### src/rtl/rowpol_pkg.sv
package rowpol_pkg;

  typedef enum logic [2:0] {
    CMD_NOP = 3'd0,
    CMD_ACT = 3'd1,
    CMD_RD  = 3'd2,
    CMD_WR  = 3'd3,
    CMD_PRE = 3'd4
  } cmd_e;

  typedef enum logic [1:0] {
    ACC_CLOSED   = 2'd0,
    ACC_HIT      = 2'd1,
    ACC_CONFLICT = 2'd2
  } acc_e;

  typedef enum logic [2:0] {
    ST_IDLE  = 3'd0,
    ST_PRE   = 3'd1,
    ST_ACT   = 3'd2,
    ST_COL   = 3'd3,
    ST_BURST = 3'd4,
    ST_CLOSE = 3'd5,
    ST_FIN   = 3'd6
  } st_e;

  // Kind of access given the bank state and the row comparison.
  function automatic acc_e classify(input logic is_open, input logic row_match);
    if (!is_open)       return ACC_CLOSED;
    else if (row_match) return ACC_HIT;
    else                return ACC_CONFLICT;
  endfunction

  // Whether the row is closed once the burst ends.
  function automatic logic close_after(input logic pol_closed, input logic pend);
    return pol_closed && !pend;
  endfunction

  // Down-counter load that yields a gap of t cycles between two issues.
  function automatic int gap_load(input int t);
    return (t <= 1) ? 0 : t - 1;
  endfunction

  function automatic int max3(input int a, input int b, input int c);
    int m;
    m = (a > b) ? a : b;
    return (m > c) ? m : c;
  endfunction

endpackage

### src/rtl/rowpol_gap_timer.sv
module rowpol_gap_timer #(
  parameter int W    = 4,
  parameter int LOAD = 2
) (
  input  logic clk,
  input  logic rst_n,
  input  logic start,
  output logic ready
);
  localparam logic [W-1:0] LD = W'(LOAD);

  logic [W-1:0] cnt;

  always_ff @(posedge clk) begin
    if (!rst_n)          cnt <= '0;
    else if (start)      cnt <= LD;
    else if (cnt != '0)  cnt <= cnt - 1'b1;
  end

  assign ready = (cnt == '0);
endmodule

### src/rtl/rowpol_row_track.sv
module rowpol_row_track #(
  parameter int ROW_W = 14
) (
  input  logic             clk,
  input  logic             rst_n,
  input  logic             open_set,
  input  logic [ROW_W-1:0] set_row,
  input  logic             close,
  input  logic [ROW_W-1:0] lookup_row,
  output logic             is_open,
  output logic [ROW_W-1:0] open_row,
  output logic             row_match
);
  always_ff @(posedge clk) begin
    if (!rst_n) begin
      is_open  <= 1'b0;
      open_row <= '0;
    end else if (open_set) begin
      is_open  <= 1'b1;
      open_row <= set_row;
    end else if (close) begin
      is_open  <= 1'b0;
    end
  end

  assign row_match = (lookup_row == open_row);
endmodule

### src/rtl/rowpol_beat_seq.sv
module rowpol_beat_seq #(
  parameter int BEATS = 8,
  parameter int COL_W = 3
) (
  input  logic             clk,
  input  logic             rst_n,
  input  logic             start,
  output logic             active,
  output logic [COL_W-1:0] col,
  output logic             last
);
  localparam logic [COL_W-1:0] LAST_COL = COL_W'(BEATS - 1);

  always_ff @(posedge clk) begin
    if (!rst_n) begin
      active <= 1'b0;
      col    <= '0;
    end else if (start) begin
      active <= 1'b1;
      col    <= '0;
    end else if (active) begin
      if (col == LAST_COL) active <= 1'b0;
      else                 col    <= col + 1'b1;
    end
  end

  assign last = active && (col == LAST_COL);
endmodule

### src/rtl/rowpol_bank_seq.sv
module rowpol_bank_seq
  import rowpol_pkg::*;
#(
  parameter int ROW_W = 14,
  parameter int T_RCD = 3,
  parameter int T_RAS = 6,
  parameter int T_RP  = 2,
  parameter int BEATS = 8,
  parameter int CNT_W = 16
) (
  input  logic             clk,
  input  logic             rst_n,
  input  logic             policy_closed,
  input  logic             req_valid,
  input  logic [ROW_W-1:0] req_row,
  input  logic             req_write,
  input  logic             same_row_pend,
  output logic             req_ready,
  output logic             cmd_valid,
  output logic [2:0]       cmd_kind,
  output logic [ROW_W-1:0] cmd_row,
  output logic             beat_valid,
  output logic [((BEATS > 1) ? $clog2(BEATS) : 1)-1:0] beat_col,
  output logic             done,
  output logic [CNT_W-1:0] hit_cnt,
  output logic [CNT_W-1:0] conflict_cnt,
  output logic [CNT_W-1:0] closed_cnt
);
  localparam int COL_W = (BEATS > 1) ? $clog2(BEATS) : 1;
  localparam int TMAX  = max3(T_RCD, T_RAS, T_RP);
  localparam int TMR_W = $clog2(TMAX + 1) + 1;
  localparam int NTMR  = 3;   // 0: act->col, 1: act->pre, 2: pre->act
  localparam int NCNT  = 3;   // 0: hit, 1: conflict, 2: closed

  st_e              st, st_n;
  logic [ROW_W-1:0] lat_row;
  logic             lat_wr;

  // Named internal events, brought out for the checker.
  logic             accept;
  logic             issue_act, issue_pre, issue_col;
  logic             bank_open, row_hit;
  logic [ROW_W-1:0] open_row;
  acc_e             req_class;
  logic             beat_last;
  logic             rcd_ok, ras_ok, rp_ok;
  cmd_e             cmd_k;

  // ---------------- row state ----------------
  rowpol_row_track #(.ROW_W(ROW_W)) u_rows (
    .clk        (clk),
    .rst_n      (rst_n),
    .open_set   (issue_act),
    .set_row    (lat_row),
    .close      (issue_pre),
    .lookup_row (req_row),
    .is_open    (bank_open),
    .open_row   (open_row),
    .row_match  (row_hit)
  );

  assign req_class = classify(bank_open, row_hit);

  // ---------------- spacing timers ----------------
  logic [NTMR-1:0] tmr_start, tmr_ready;
  assign tmr_start = {issue_pre, issue_act, issue_act};

  generate
    for (genvar g = 0; g < NTMR; g++) begin : g_tmr
      localparam int TV = (g == 0) ? T_RCD : (g == 1) ? T_RAS : T_RP;
      rowpol_gap_timer #(.W(TMR_W), .LOAD(gap_load(TV))) u_tmr (
        .clk   (clk),
        .rst_n (rst_n),
        .start (tmr_start[g]),
        .ready (tmr_ready[g])
      );
    end
  endgenerate

  assign rcd_ok = tmr_ready[0];
  assign ras_ok = tmr_ready[1];
  assign rp_ok  = tmr_ready[2];

  // ---------------- data beats ----------------
  rowpol_beat_seq #(.BEATS(BEATS), .COL_W(COL_W)) u_beats (
    .clk    (clk),
    .rst_n  (rst_n),
    .start  (issue_col),
    .active (beat_valid),
    .col    (beat_col),
    .last   (beat_last)
  );

  // ---------------- sequencer ----------------
  assign accept = (st == ST_IDLE) && req_valid;

  always_comb begin
    st_n      = st;
    issue_act = 1'b0;
    issue_pre = 1'b0;
    issue_col = 1'b0;
    case (st)
      ST_IDLE: begin
        if (req_valid) begin
          case (req_class)
            ACC_CLOSED: st_n = ST_ACT;
            ACC_HIT:    st_n = ST_COL;
            default:    st_n = ST_PRE;
          endcase
        end
      end
      ST_PRE: begin
        if (ras_ok) begin
          issue_pre = 1'b1;
          st_n      = ST_ACT;
        end
      end
      ST_ACT: begin
        if (rp_ok) begin
          issue_act = 1'b1;
          st_n      = ST_COL;
        end
      end
      ST_COL: begin
        if (rcd_ok) begin
          issue_col = 1'b1;
          st_n      = ST_BURST;
        end
      end
      ST_BURST: begin
        if (beat_last)
          st_n = close_after(policy_closed, same_row_pend) ? ST_CLOSE : ST_FIN;
      end
      ST_CLOSE: begin
        if (ras_ok) begin
          issue_pre = 1'b1;
          st_n      = ST_FIN;
        end
      end
      ST_FIN:  st_n = ST_IDLE;
      default: st_n = ST_IDLE;
    endcase
  end

  always_ff @(posedge clk) begin
    if (!rst_n) begin
      st      <= ST_IDLE;
      lat_row <= '0;
      lat_wr  <= 1'b0;
    end else begin
      st <= st_n;
      if (accept) begin
        lat_row <= req_row;
        lat_wr  <= req_write;
      end
    end
  end

  // ---------------- command output ----------------
  always_comb begin
    if (issue_act)      cmd_k = CMD_ACT;
    else if (issue_pre) cmd_k = CMD_PRE;
    else if (issue_col) cmd_k = lat_wr ? CMD_WR : CMD_RD;
    else                cmd_k = CMD_NOP;
  end

  assign cmd_valid = issue_act || issue_pre || issue_col;
  assign cmd_kind  = cmd_k;
  assign cmd_row   = (issue_act || issue_col) ? lat_row :
                     issue_pre                ? open_row : '0;
  assign req_ready = (st == ST_IDLE);
  assign done      = (st == ST_FIN);

  // ---------------- access classification counters ----------------
  logic [NCNT-1:0]  cnt_inc;
  logic [CNT_W-1:0] cnt_q [NCNT];

  assign cnt_inc = {accept && (req_class == ACC_CLOSED),
                    accept && (req_class == ACC_CONFLICT),
                    accept && (req_class == ACC_HIT)};

  generate
    for (genvar c = 0; c < NCNT; c++) begin : g_cnt
      always_ff @(posedge clk) begin
        if (!rst_n)          cnt_q[c] <= '0;
        else if (cnt_inc[c]) cnt_q[c] <= cnt_q[c] + 1'b1;
      end
    end
  endgenerate

  assign hit_cnt      = cnt_q[0];
  assign conflict_cnt = cnt_q[1];
  assign closed_cnt   = cnt_q[2];

endmodule

### config.mk
export PLATFORM = sky130hd
export DESIGN_NAME = rowpol_bank_seq
export DESIGN_NICKNAME = d
export VERILOG_FILES = /design/src/rtl/rowpol_pkg.sv /design/src/rtl/rowpol_gap_timer.sv /design/src/rtl/rowpol_row_track.sv /design/src/rtl/rowpol_beat_seq.sv /design/src/rtl/rowpol_bank_seq.sv
export SDC_FILE = /design/constraint.sdc
export NUM_CORES = 1
export LEC_CHECK = 0
export ABC_AREA = 0
export ABC_CLOCK_PERIOD_IN_PS = 4100
export CAP_MARGIN = 20
export CORE_ASPECT_RATIO = 0.6
export CORE_MARGIN = 5
export CORE_UTILIZATION = 50
export CTS_BUF_LIST = sky130_fd_sc_hd__clkbuf_4 sky130_fd_sc_hd__clkbuf_8
export CTS_CLUSTER_SIZE = 20
export DETAILED_ROUTE_END_ITERATION = 10
export DONT_BUFFER_PORTS = 1
export PLACE_DENSITY_LB_ADDON = 0.15
export REMOVE_ABC_BUFFERS = 1
export SLEW_MARGIN = 25
export SYNTH_ARGS = -nofsm -noshare
export SYNTH_HDL_FRONTEND = slang
export SYNTH_SLANG_ARGS = --single-unit
### constraint.sdc
create_clock -name clk -period 4.1 [get_ports clk]
set_input_delay 1.23 -clock clk [delete_from_list [all_inputs] [get_ports clk]]
set_output_delay 1.23 -clock clk [all_outputs]
set_load 0.005 [all_outputs]
==> impl_metrics.py <==
metrics = {
    "die": {
        "core_um2": 9320,
        "dieArea_um2": 11800,
        "num_rows": 27,
        "initial_core_util": 0.519,
        "die_h_um": 86.2,
        "die_w_um": 137,
        "pin_count": 92,
    },
    "layout": {
        "layout.cells.most_common": "nand2_1",
        "antennaDiodeCount": 0,
        "area_growth_pct": 6.05,
        "post_route_cells_drive_above_1_share": 0.0686,
        "final_cell_mix": "81 x nand2_1, 49 x dfxtp_1, 48 x edfxtp_1",
        "nets": 533,
        "final_util": 0.551,
    },
    "synthesis": {
        "async_flop_share": 0,
        "synth_edf_count": 48,
        "syn_inst": 510,
        "ys_ff_latch": 97,
        "synth_area_um2": 4840,
        "yosys_warnings": 0,
        "synthFlopType": "dfxtp_1",
        "yosysSeqAreaShare": 0.500,
        "netlist-cell-type-count": 45,
        "syn_area_per_cell_um2": 9.49,
    },
    "global_routing": {
        "grt_usage": 0.204,
        "grt_pass1_vias": 3499,
        "grt_pass1_wl_mm": 18.9,
        "grt_max_degree": 38,
        "overflow": 0,
        "antenna_found_initial": 0,
    },
    "job": {
        "maxCapViolCount": 0,
    },
    "run_status": {
        "status": "complete, no violations",
    },
    "timing": {
        "fmax_mhz": 263,
        "fin_skew_ps": 11.0,
        "grt_setup_unrepaired": "false",
        "setup_viol": 0,
        "hold_viol": 0,
        "post-route-min-period_ps": 3800,
        "fin_crit_sh": 0.927,
        "drv_slew": 0,
        "relSlewSlack": 0.505,
        "worstMarginPinSlew_ps": 736,
        "setup_tns_ps": 0,
    },
    "routing": {
        "drtAntennaViolNets": 0,
        "wl_mm": 11.8,
        "viasPerCell": 5.81,
        "route.detailed.drc": 0,
        "vias": 3717,
        "drtIter0Drc": 361,
        "wire_per_inst_um": 18.4,
        "drtPass1Iterations": 5,
    },
    "clocking": {
        "cts_tree": "done",
        "cts_num_sinks": 97,
        "cts_resized": 0,
        "clockBufferDepth": 2,
        "clock_latency_ps": 360,
        "postCtsSetupRepairBufs": 0,
        "cts-buffers-inserted": 9,
        "clk_pin_slew_ps": 90,
        "ctsHtreeMaxLevel": 3,
        "hold_buffers": 0,
        "cts_root_buffer": "clkbuf_8",
    },
    "worst_setup_path": {
        "arrival_ps": 2570,
        "cp-start-kind": "flop",
        "required_ps": 2870,
        "path_common_cell": "nand2_1",
        "crit_type": "flop to output port",
        "worstPathCellList": "inv_1 > ha_1 > nor3b_1 > nand2_1 > buf_4 > nand2_1 > a22o_1",
        "slowest_stage": "nand2_1",
        "slowest_delay_ps": 540,
        "critPathLaunch": "g_tmr[2].u_tmr.cnt[0]$_SDFFE_PN0P_",
        "cp_max_fo": 21,
        "rr_startpoint": "st[2]$_SDFFE_PN0P_",
        "cp-end-kind": "output port",
    },
    "power": {
        "combPwrFrac": 0.278,
        "p_leak_nw": 1.74,
        "clkPwrFrac": 0.208,
        "power_density_nw_per_um2": 534,
        "p_int_w": 0.00174,
        "p_sw_frac": 0.365,
        "vdd.ir_drop.worst_mv": 0.341,
        "seq_power_share": 0.514,
        "power_switching_w": 0.00100,
    },
    "placement": {
        "gp_congestion": 0.799,
        "io_buffers": 0,
        "place_hpwl_mm": 8.32,
    },
    "min_path": {
        "hp-start": "lat_row[5]$_SDFFE_PN0P_",
        "hp-class": "flop to flop",
    },
}
==> worst max-delay path: cells and delay by family, from the launching register on <==
kind	cells	cell delay, ps
buffers and inverters	2	330
adder cells (fa/ha/maj)	1	180
AND/OR/NAND/NOR	3	1080
AO/OA/AOI/OAI	1	290
flip-flops	1	340
==> cell usage after synthesis, types with 7 or more instances <==
library cell  count  share of area
nor3_1           39          0.040
o21ai_0          11          0.011
a21oi_1          39          0.040
xor2_1           35          0.063
edfxtp_1         48           0.30
nand3_1          16          0.017
a22o_1           14          0.025
dfxtp_1          49           0.20
nand2_1          81          0.063
or3_1             8          0.010
inv_1            11         0.0085
nor4_1            7         0.0090
clkbuf_1         20          0.016
nand4_1          14          0.018
xnor2_1          21          0.038
nor2_1           32          0.025
and4_1            7          0.013
ha_1              8          0.021
==> per-stage QoR <==
| step | worst slack [ps] | total power, W | instances | instance area, um2 | hold WS [ps] |
|---|---|---|---|---|---|
| after floorplan | 185 | 0.00193 | 482 | 4700 | 437 |
| after global placement | 789 | 0.00216 | 624 | 4960 | 447 |
| after detailed placement | 676 | 0.00219 | 624 | 4960 | 465 |
| after CTS | 265 | 0.00276 | 640 | 5130 | 470 |
| after global routing | 20.2 | 0.00293 | 640 | 5130 | 507 |
| final | 297 | 0.00274 | 640 | 5130 | 468 |
==> routing by layer <==
metal,global-route usage,part of all wire,wire [um]
met4,0.0462,0.0074,87
met3,0.0679,0.091,1070
met1,0.301,0.48,5680
met2,0.289,0.42,4910
met5,0,0,0
==> cell type report <==
type / instances / area, um2
fill: 839 / 4190
sequential: 97 / 2420
multi-input combinational: 374 / 2240
tap: 130 / 163
clock buffer: 11 / 145
timing repair buffer: 12 / 90.1
inverter: 11 / 41.3
clock inverter: 5 / 31.3
==> cell families after synthesis <==
group	Yosys count	share of synthesized area
buffers and inverters	39	0.0367
flip-flops	97	0.500
XOR/XNOR	56	0.101
AO/OA/AOI/OAI	78	0.100
AND/OR/NAND/NOR	229	0.234
adder cells (fa/ha/maj)	8	0.0207
multiplexers	3	0.00646
==> power groups by stage <==
stage / Clock, W / Sequential (W) / Combinational (W)
floorplan: 0 / 0.00137 / 0.000554
global placement: 0 / 0.00142 / 0.000734
detailed placement: 0 / 0.00143 / 0.000757
CTS: 0.000588 / 0.00141 / 0.000763
global route: 0.000620 / 0.00144 / 0.000864
finish: 0.000569 / 0.00141 / 0.000763
==> flip-flops by register name, indices dropped and copies added, names as in the netlist <==
signal           count
u_beats.active       1
u_rows.is_open       1
u_rows.open_row     14
cnt_q               48
g_tmr.u_tmr.cnt     12
lat_wr               1
u_beats.col          3
st                   3
lat_row             14
==> final timing paths <==
check                                     to  slack, ps  cells past startpoint
max                               cmd_row[0]        300                      7
min reg2reg  u_rows.open_row[5]$_SDFFE_PN0P_        470                      2
min          u_rows.open_row[5]$_SDFFE_PN0P_        470                      2
max reg2reg       cnt_q[2][13]$_SDFFCE_PN0P_       1820                      4
(Power assumes the default switching activity.)
